$ cat src/rtl/mc_window_sel.sv
module mc_window_sel #(
  parameter int NCH  = 128,
  parameter int GRAN = 8
) (
  input  logic                        clk,
  input  logic                        rst_n,
  input  logic                        port_en,
  input  logic                        cfg_we,
  input  logic [$clog2(NCH/GRAN)-1:0] cfg_size_code,
  input  logic [$clog2(NCH)-1:0]      cfg_offset,
  input  logic                        en_we,
  input  logic [NCH-1:0]              en_data,
  input  logic                        fsync,
  input  logic                        slot_stb,
  output logic                        slot_vld,
  output logic [$clog2(2*NCH)-1:0]    chan_idx,
  output logic                        chan_act,
  output logic                        eof
);
  localparam int SZW = $clog2(NCH/GRAN);
  localparam int OFW = $clog2(NCH);
  localparam int CW  = $clog2(2*NCH);

  logic [SZW-1:0] size_code;
  logic [OFW-1:0] offset;
  logic [NCH-1:0] en_pend, en_live;
  logic [CW-1:0]  cnt;
  logic           run;

  logic [CW-1:0] win_size, frame_len;
  logic          cfg_ok, in_win, last;

  assign win_size  = CW'((32'(size_code) + 1) * GRAN);
  assign frame_len = CW'(offset) + win_size;
  assign cfg_ok    = frame_len <= CW'(NCH);
  assign in_win    = cfg_ok && cnt >= CW'(offset) && cnt < frame_len;
  assign last      = cnt == frame_len - CW'(1);

  assign slot_vld = run;
  assign chan_idx = cnt;
  assign chan_act = run && in_win && en_live[cnt[OFW-1:0]];
  assign eof      = run && last;

  always_ff @(posedge clk) begin
    if (!rst_n) begin
      size_code <= '0;
      offset    <= '0;
    end else if (cfg_we && !port_en) begin
      size_code <= cfg_size_code;
      offset    <= cfg_offset;
    end
  end

  always_ff @(posedge clk) begin
    if (!rst_n) begin
      en_pend <= '0;
      en_live <= '0;
    end else begin
      if (en_we) en_pend <= en_data;
      if (fsync || slot_stb) en_live <= en_pend;
    end
  end

  always_ff @(posedge clk) begin
    if (!rst_n) begin
      cnt <= '0;
      run <= 1'b0;
    end else if (fsync) begin
      cnt <= '0;
      run <= 1'b1;
    end else if (slot_stb && run) begin
      if (last) begin
        cnt <= '0;
        run <= 1'b0;
      end else begin
        cnt <= cnt + CW'(1);
      end
    end
  end


  cfg_locked_chk: assert property (@(posedge clk) disable iff (!rst_n)
    port_en |=> $stable(size_code) && $stable(offset));


  fsync_start_chk: assert property (@(posedge clk) disable iff (!rst_n)
    fsync |=> slot_vld && chan_idx == '0);


  slot_step_chk: assert property (@(posedge clk) disable iff (!rst_n)
    slot_stb && slot_vld && !eof && !fsync |=> slot_vld && chan_idx == CW'($past(chan_idx) + 1));


  frame_end_chk: assert property (@(posedge clk) disable iff (!rst_n)
    slot_stb && eof && !fsync |=> !slot_vld && !chan_act && !eof);


  reset_clear_chk: assert property (@(posedge clk)
    !rst_n |=> !slot_vld && !chan_act && !eof && chan_idx == '0);


  below_offset_chk: assert property (@(posedge clk) disable iff (!rst_n)
    chan_act |-> chan_idx >= CW'(offset));
endmodule

$ cat config.mk
export PLATFORM = sky130hd
export DESIGN_NAME = mc_window_sel
export DESIGN_NICKNAME = d
export VERILOG_FILES = /design/src/rtl/mc_window_sel.sv
export SDC_FILE = /design/constraint.sdc
export NUM_CORES = 1
export LEC_CHECK = 0
export ABC_CLOCK_PERIOD_IN_PS = 3400
export BUFFER_PORTS_ARGS = -buffer_cell sky130_fd_sc_hd__buf_2
export CORE_MARGIN = 4
export CORE_UTILIZATION = 52
export DETAILED_ROUTE_END_ITERATION = 8
export PLACE_DENSITY_LB_ADDON = 0.2
export SLEW_MARGIN = 30
export SYNTH_ARGS = -nofsm -noshare
export SYNTH_HDL_FRONTEND = slang
export SYNTH_SLANG_ARGS = --single-unit
export TNS_END_PERCENT = 20
$ cat constraint.sdc
create_clock -name clk -period 3.4 [get_ports clk]
set_input_delay 0.68 -clock clk [delete_from_list [all_inputs] [get_ports clk]]
set_output_delay 0.68 -clock clk [all_outputs]
set_load 0.01 [all_outputs]
==> flow_metrics.env, run 1 <==
export IMPL_fin_ws_ns=-0.523
export IMPL_area_growth_pct=18.2
export IMPL_design_area_um2=14300
export IMPL_nFillCells=1995
export IMPL_violations="setup timing"
export IMPL_crit_path_max_fanout=4
export IMPL_crit_chain="ha_4 -> xor2_4 -> ha_1 -> a21o_1 -> a21oi_2 -> xnor2_2 -> ha_1 -> a211oi_2 -> o21ai_1 -> nor3_1 -> o211ai_1 -> nor4_2 -> buf_2"
export IMPL_initial_core_util=0.531
export IMPL_ir_drop_mv=0.430
export IMPL_min_path_cells=3
export IMPL_grtUsageMet3=0.0308
export IMPL_dr_pass1_iters=4
export IMPL_die_area_um2=25700
export IMPL_hold_start="en_data[73]"
export IMPL_final_max_slew_viol_count=0
export IMPL_ys_flop_type="dfxtp_1"
export IMPL_cts_tree="built"
export IMPL_cts_buffer_depth=3
export IMPL_r2r_cells=13
export IMPL_seq_area_frac_synth=0.457
export IMPL_core_rowCount=55
export IMPL_critical_path_endpoint_type="output port"
export IMPL_synth_seq_cells=276
export IMPL_crit_type="register to output port"
export IMPL_cp_required_ns=2.72
export IMPL_hold_class="input pin to register"
export IMPL_die_h_um=160
export IMPL_grt_use_total=0.201
export IMPL_tightest_slew_ns=0.714
export IMPL_dp_slack_ns=-0.322
export IMPL_use_met2=0.332
export IMPL_hpwl_um=17700
export IMPL_avgSynthCellArea_um2=9.59
export IMPL_regArea_um2=5540
export IMPL_n_antenna_cell=0
export IMPL_clkSinkCount=276
export IMPL_crit_buf_inv=1
export IMPL_numCtsBuffers=29
export IMPL_r2r_slack_ns=0.49
export IMPL_wire_per_inst_um=15.4
export IMPL_finalCoreUtilization=0.628
export IMPL_use_met1=0.282
export IMPL_finalHoldViolations=0
export IMPL_final_cell_mix="nand2_1 (297), dfxtp_1 (271), buf_2 (154), a21boi_0 (140), mux2i_1 (136)"
export IMPL_hold_path_end="en_pend[73]"
export IMPL_totalWireLength_um=26500
export IMPL_slew_headroom=0.524
export IMPL_min_period_ns=3.92
export IMPL_mostFrequentLayoutCell="nand2_1"
export IMPL_viasPerCell=5.12
export IMPL_syn_inst=1261
export IMPL_synth_edf_count=0
export IMPL_rsz0062_at_grt="yes"
export IMPL_vias=8834
export IMPL_cap_violations=0
export IMPL_drc=0
export IMPL_fin_nets=1555
export IMPL_cpPeakStageDelay_ns=0.36
export IMPL_core_um2=22800
export IMPL_power_density_nw_per_um2=513
export IMPL_io_buffers=156
export IMPL_place_inst=1667
export IMPL_grt_remaining_overflow=0
export IMPL_setup_viol=2
export IMPL_crit_path_frequent_cell="ha_1"
export IMPL_power_total_uw=7340
export IMPL_root_buffer="clkbuf_16"
export IMPL_grt_max_degree=129
export IMPL_path_clk_slew_ns=0.06
export IMPL_gp_congestion=0.810
export IMPL_crit_arrival_ns=3.24
export IMPL_regToRegStartpoint="size_code[0]"
export IMPL_p_leak_uw=0.00575
export IMPL_multi_input_area_um2=6220
export IMPL_die_w_um=160
export IMPL_drt_iter0_drc=439
export IMPL_period_share=1.15
export IMPL_worstSkewPairLatency_ns=0.54
export IMPL_drtAntennaViolNets=0
export IMPL_fmax_mhz=255
export IMPL_busiest_layer="met2"
export IMPL_drive_above_1_share=0.205
export IMPL_place_area_um2=13200
export IMPL_r2r_end="chan_idx[7]"
export IMPL_ys_types=49
export IMPL_ctsHtreeMaxLevel=1
export IMPL_ios=157
export IMPL_grt_pass1_wl_um=43900
export IMPL_grt_pass1_vias=8883
export IMPL_critPathTopFamily="adder cells"
export IMPL_status="finished, violations left"
export IMPL_fin_cells=1724
export IMPL_antenna_found_initial=0
export IMPL_synth_fp_nets=1428
export IMPL_async_flop_share=0
export IMPL_critPathSlowestCell="dfxtp_4"
export IMPL_yosys_warnings=0
export IMPL_cp_start_kind="register"
export IMPL_finClkSkew_ns=0.00615
export IMPL_synthesis_area_um2=12100
synth_stat cells (2+ instances only):
cell type  number  share of area
nand4_1         7         0.0036
xor2_1          3         0.0022
or3_1           3         0.0016
nand2b_1        5         0.0026
o2111ai_1       4         0.0029
o211ai_1        2         0.0012
clkbuf_1       76          0.024
buf_1           6         0.0019
a21boi_0      140          0.087
dfxtp_1       276           0.46
a21oi_1         9         0.0037
and3_1          4         0.0021
ha_1           20          0.021
mux4_2         29          0.054
o21ai_0        10         0.0041
a21o_1          4         0.0025
inv_1          14         0.0043
nor2b_1       132          0.068
nand2_1       297          0.092
xnor2_1        13         0.0094
nand3_1        12         0.0050
nor4_1          4         0.0021
mux2i_1       136           0.11
nor2_1         17         0.0053
buf_2           6         0.0025
mux2_2          2         0.0019
a211oi_1        2         0.0012
nor3_1          5         0.0021
mux4_1          2         0.0043
a31oi_1         2         0.0010
sequential cells by signal, indices dropped and copies added (netlist names):
signal,flops
en_pend,128
size_code,4
en_live,128
slot_vld,1
offset,7
chan_idx,8
logic make-up after synthesis:
family                   synth area share
AND/OR/NAND/NOR                     0.188
multiplexers                        0.173
AO/OA/AOI/OAI                       0.112
adder cells (fa/ha/maj)            0.0224
flip-flops                          0.457
XOR/XNOR                           0.0136
buffers and inverters              0.0342
stage by stage:
stage | hold slack, ns | setup TNS, ns
after global placement | 0.446 | -0.220
after floorplan | 0.436 | 0
after detailed placement | 0.454 | -0.322
after global routing | 0.387 | -1.28
after CTS | 0.373 | -0.934
final | 0.392 | -0.874
final cells by class:
class,instances,share of cell area
Clock inverter,11,0.00805
Tap cell,313,0.0274
Sequential cell,276,0.387
Multi-Input combinational cell,880,0.435
Timing Repair Buffer,186,0.0756
Inverter,15,0.00394
Clock buffer,43,0.0621
worst max path at each step:
| stage | depth (start not counted) | startpoint | to | slack (ns) |
|---|---|---|---|---|
| finish | 13 | size_code[0] | chan_act | -0.52 |
| global route | 13 | size_code[0] | chan_act | -0.69 |
| CTS | 13 | size_code[0] | chan_act | -0.61 |
| detailed placement | 13 | size_code[0] | chan_act | -0.32 |
| global placement | 12 | size_code[0] | chan_act | -0.22 |
| floorplan | 11 | size_code[0] | chan_act | 0.03 |
power breakdown:
| part | internal, uW | switching, uW |
|---|---|---|
| Sequential | 3390 | 91.2 |
| Combinational | 316 | 313 |
| Clock | 1950 | 1270 |
| Total | 5660 | 1670 |
worst register-to-register path: stages, from the launching register on:
cell      delay (ns)
dfxtp_4         0.37
ha_4            0.16
xor2_4          0.17
buf_4           0.13
ha_2            0.26
buf_4           0.13
xnor2_1         0.13
buf_4           0.15
nand4_1         0.14
xor2_1          0.19
xnor2_1         0.21
nand4b_1        0.27
o21ai_0         0.37
nor2_1          0.09
repair_timing:
item	4_1_cts	5_1_grt
pin swaps	11	2
gates resized for setup	14	3
setup buffers	3	0
hold buffers	0	0
setup endpoints to repair	2	2
metal layers:
layer | part of all wire | wire length [um]
met1 | 0.47 | 12400
met2 | 0.47 | 12400
met3 | 0.050 | 1320
met4 | 0.018 | 467
met5 | 0 | 0
Power figures use the tool's default switching activity.
==> run 2: changes to the inputs <==
Settings changed: SETUP_SLACK_MARGIN from default to 0.3.
==> run 2 against run 1 <==
Net effect: the run still ends with setup timing left; critical endpoint unchanged; clock-buffer cell count down 2; routed wire length rose by 0.71%; power shrank 1.8%; clock power shrank 4%; critical path type unchanged; flip-flop and latch count stayed put; register-to-register slack better by 0.14 ns; critical path depth stayed put.
==> flow_metrics.env, run 2 (synthesized netlist as in run 1, its figures left out) <==
export IMPL_slew_headroom=0.477
export IMPL_io_buffers=156
export IMPL_gp_congestion=0.816
export IMPL_setup_viol=2
export IMPL_die_w_um=160
export IMPL_design_area_um2=14100
export IMPL_final_cell_mix="nand2_1 (297), dfxtp_1 (271), buf_2 (154), a21boi_0 (140), mux2i_1 (136)"
export IMPL_finalHoldViolations=0
export IMPL_totalWireLength_um=26700
export IMPL_antenna_found_initial=1
export IMPL_cpPeakStageDelay_ns=0.34
export IMPL_worstSkewPairLatency_ns=0.54
export IMPL_grt_remaining_overflow=0
export IMPL_violations="setup timing"
export IMPL_place_area_um2=13200
export IMPL_post_cts_setup_buffers=0
export IMPL_hold_start="en_data[5]"
export IMPL_final_max_slew_viol_count=0
export IMPL_crit_arrival_ns=3.21
export IMPL_r2r_end="chan_idx[6]"
export IMPL_die_h_um=160
export IMPL_core_rowCount=55
export IMPL_crit_path_frequent_cell="ha_1"
export IMPL_hold_class="input pin to register"
export IMPL_dp_slack_ns=-0.0407
export IMPL_drt_iter0_drc=563
export IMPL_viasPerCell=5.19
export IMPL_cp_required_ns=2.72
export IMPL_dr_pass1_iters=5
export IMPL_ir_drop_mv=0.406
export IMPL_initial_core_util=0.531
export IMPL_fmax_mhz=257
export IMPL_nFillCells=1977
export IMPL_r2r_slack_ns=0.63
export IMPL_fin_ws_ns=-0.488
export IMPL_crit_path_max_fanout=4
export IMPL_hold_buffers=0
export IMPL_finClkSkew_ns=0.00736
export IMPL_critical_path_endpoint_type="output port"
export IMPL_rsz0062_at_grt="yes"
export IMPL_ctsHtreeMaxLevel=1
export IMPL_drive_above_1_share=0.198
export IMPL_grt_pass1_wl_um=43800
export IMPL_core_um2=22800
export IMPL_regToRegStartpoint="size_code[0]"
export IMPL_grt_use_total=0.201
export IMPL_min_path_cells=3
export IMPL_vias=8888
export IMPL_cts_buffer_depth=3
export IMPL_clkSinkCount=276
export IMPL_power_density_nw_per_um2=509
export IMPL_crit_chain="ha_4 -> xor2_2 -> ha_1 -> a21o_1 -> a21oi_2 -> xnor2_2 -> ha_1 -> a211oi_2 -> o21ai_1 -> nor3_2 -> o211ai_1 -> nor4_2 -> buf_2"
export IMPL_drtAntennaViolNets=0
export IMPL_ios=157
export IMPL_status="finished, violations left"
export IMPL_hpwl_um=18000
export IMPL_area_growth_pct=17.0
export IMPL_numCtsBuffers=29
export IMPL_die_area_um2=25700
export IMPL_fin_nets=1544
export IMPL_grt_max_degree=161
export IMPL_critPathSlowestCell="dfxtp_2"
export IMPL_p_leak_uw=0.00568
export IMPL_path_clk_slew_ns=0.06
export IMPL_power_total_uw=7200
export IMPL_root_buffer="clkbuf_16"
export IMPL_period_share=1.14
export IMPL_drc=0
export IMPL_min_period_ns=3.89
export IMPL_finalCoreUtilization=0.621
export IMPL_grt_pass1_vias=8702
export IMPL_crit_type="register to output port"
export IMPL_r2r_cells=10
export IMPL_wire_per_inst_um=15.6
export IMPL_cap_violations=0
export IMPL_tightest_slew_ns=0.784
export IMPL_hold_path_end="en_pend[5]"
export IMPL_cp_start_kind="register"
export IMPL_mostFrequentLayoutCell="nand2_1"
export IMPL_holdWs_ns=0.386
export IMPL_cts_tree="built"
## run 2: cell count changes in the layout (fill, tap and decap cells not counted), moves of 2 or more
cell	delta
dfxtp_2	+2
clkinv_2	+3
buf_4	-11
clkbuf_8	-3
dfxtp_4	-2
## run 2: final cells by class
| class | instances | area, um2 | share of cell area |
|---|---|---|---|
| antenna | 1 | 2.50 | 0.000177 |
| clock buffer | 41 | 851 | 0.0601 |
| clock inverter | 13 | 100 | 0.00708 |
| inverter | 15 | 56.3 | 0.00398 |
| multi-input combinational | 880 | 6220 | 0.439 |
| sequential | 276 | 5530 | 0.391 |
| tap | 313 | 392 | 0.0277 |
| timing repair buffer | 175 | 998 | 0.0706 |
## run 2: per-layer routing
layer | vias to the layer above | GRT usage | part of all wire
li1 | 4516 | - | -
met1 | 4157 | 0.279 | 0.47
met2 | 175 | 0.330 | 0.46
met3 | 40 | 0.0303 | 0.043
met4 | 0 | 0.0555 | 0.024
met5 | - | 0 | 0
## run 2: worst max-delay path, delay by kind of cell (launching register included)
family | cells | cell delay (ns)
adder cells (fa/ha/maj) | 3 | 0.77
AO/OA/AOI/OAI | 5 | 0.74
AND/OR/NAND/NOR | 2 | 0.32
buffers and inverters | 1 | 0.20
XOR/XNOR | 2 | 0.29
flip-flops | 1 | 0.34
## run 2: through the flow
stage,setup TNS [ns],cells
finish,-0.730,1714
global route,-1.09,1714
CTS,-0.828,1713
detailed placement,-0.0407,1659
global placement,0,1659
floorplan,0,1261
## run 2: how the worst max path moves through the flow
stage,startpoint,to,slack (ns),cells past startpoint
2_1_floorplan,size_code[0],chan_act,0.30,12
3_3_place_gp,size_code[0],chan_act,0.05,13
3_5_place_dp,size_code[0],chan_act,-0.04,13
4_1_cts,size_code[0],chan_act,-0.56,13
5_1_grt,size_code[1],chan_act,-0.65,13
6_report,size_code[0],chan_act,-0.49,13
## run 2: report_power, final
part | switching (uW) | internal [uW] | leakage, uW
registers | 95.3 | 3390 | 0.00227
clock network | 1280 | 1820 | 0.000478
logic | 307 | 308 | 0.00293
total | 1690 | 5520 | 0.00568
## run 2: what timing repair did
item	CTS	global route
gates resized for setup	3	2
hold endpoints to repair	0	0
setup endpoints to repair	2	5
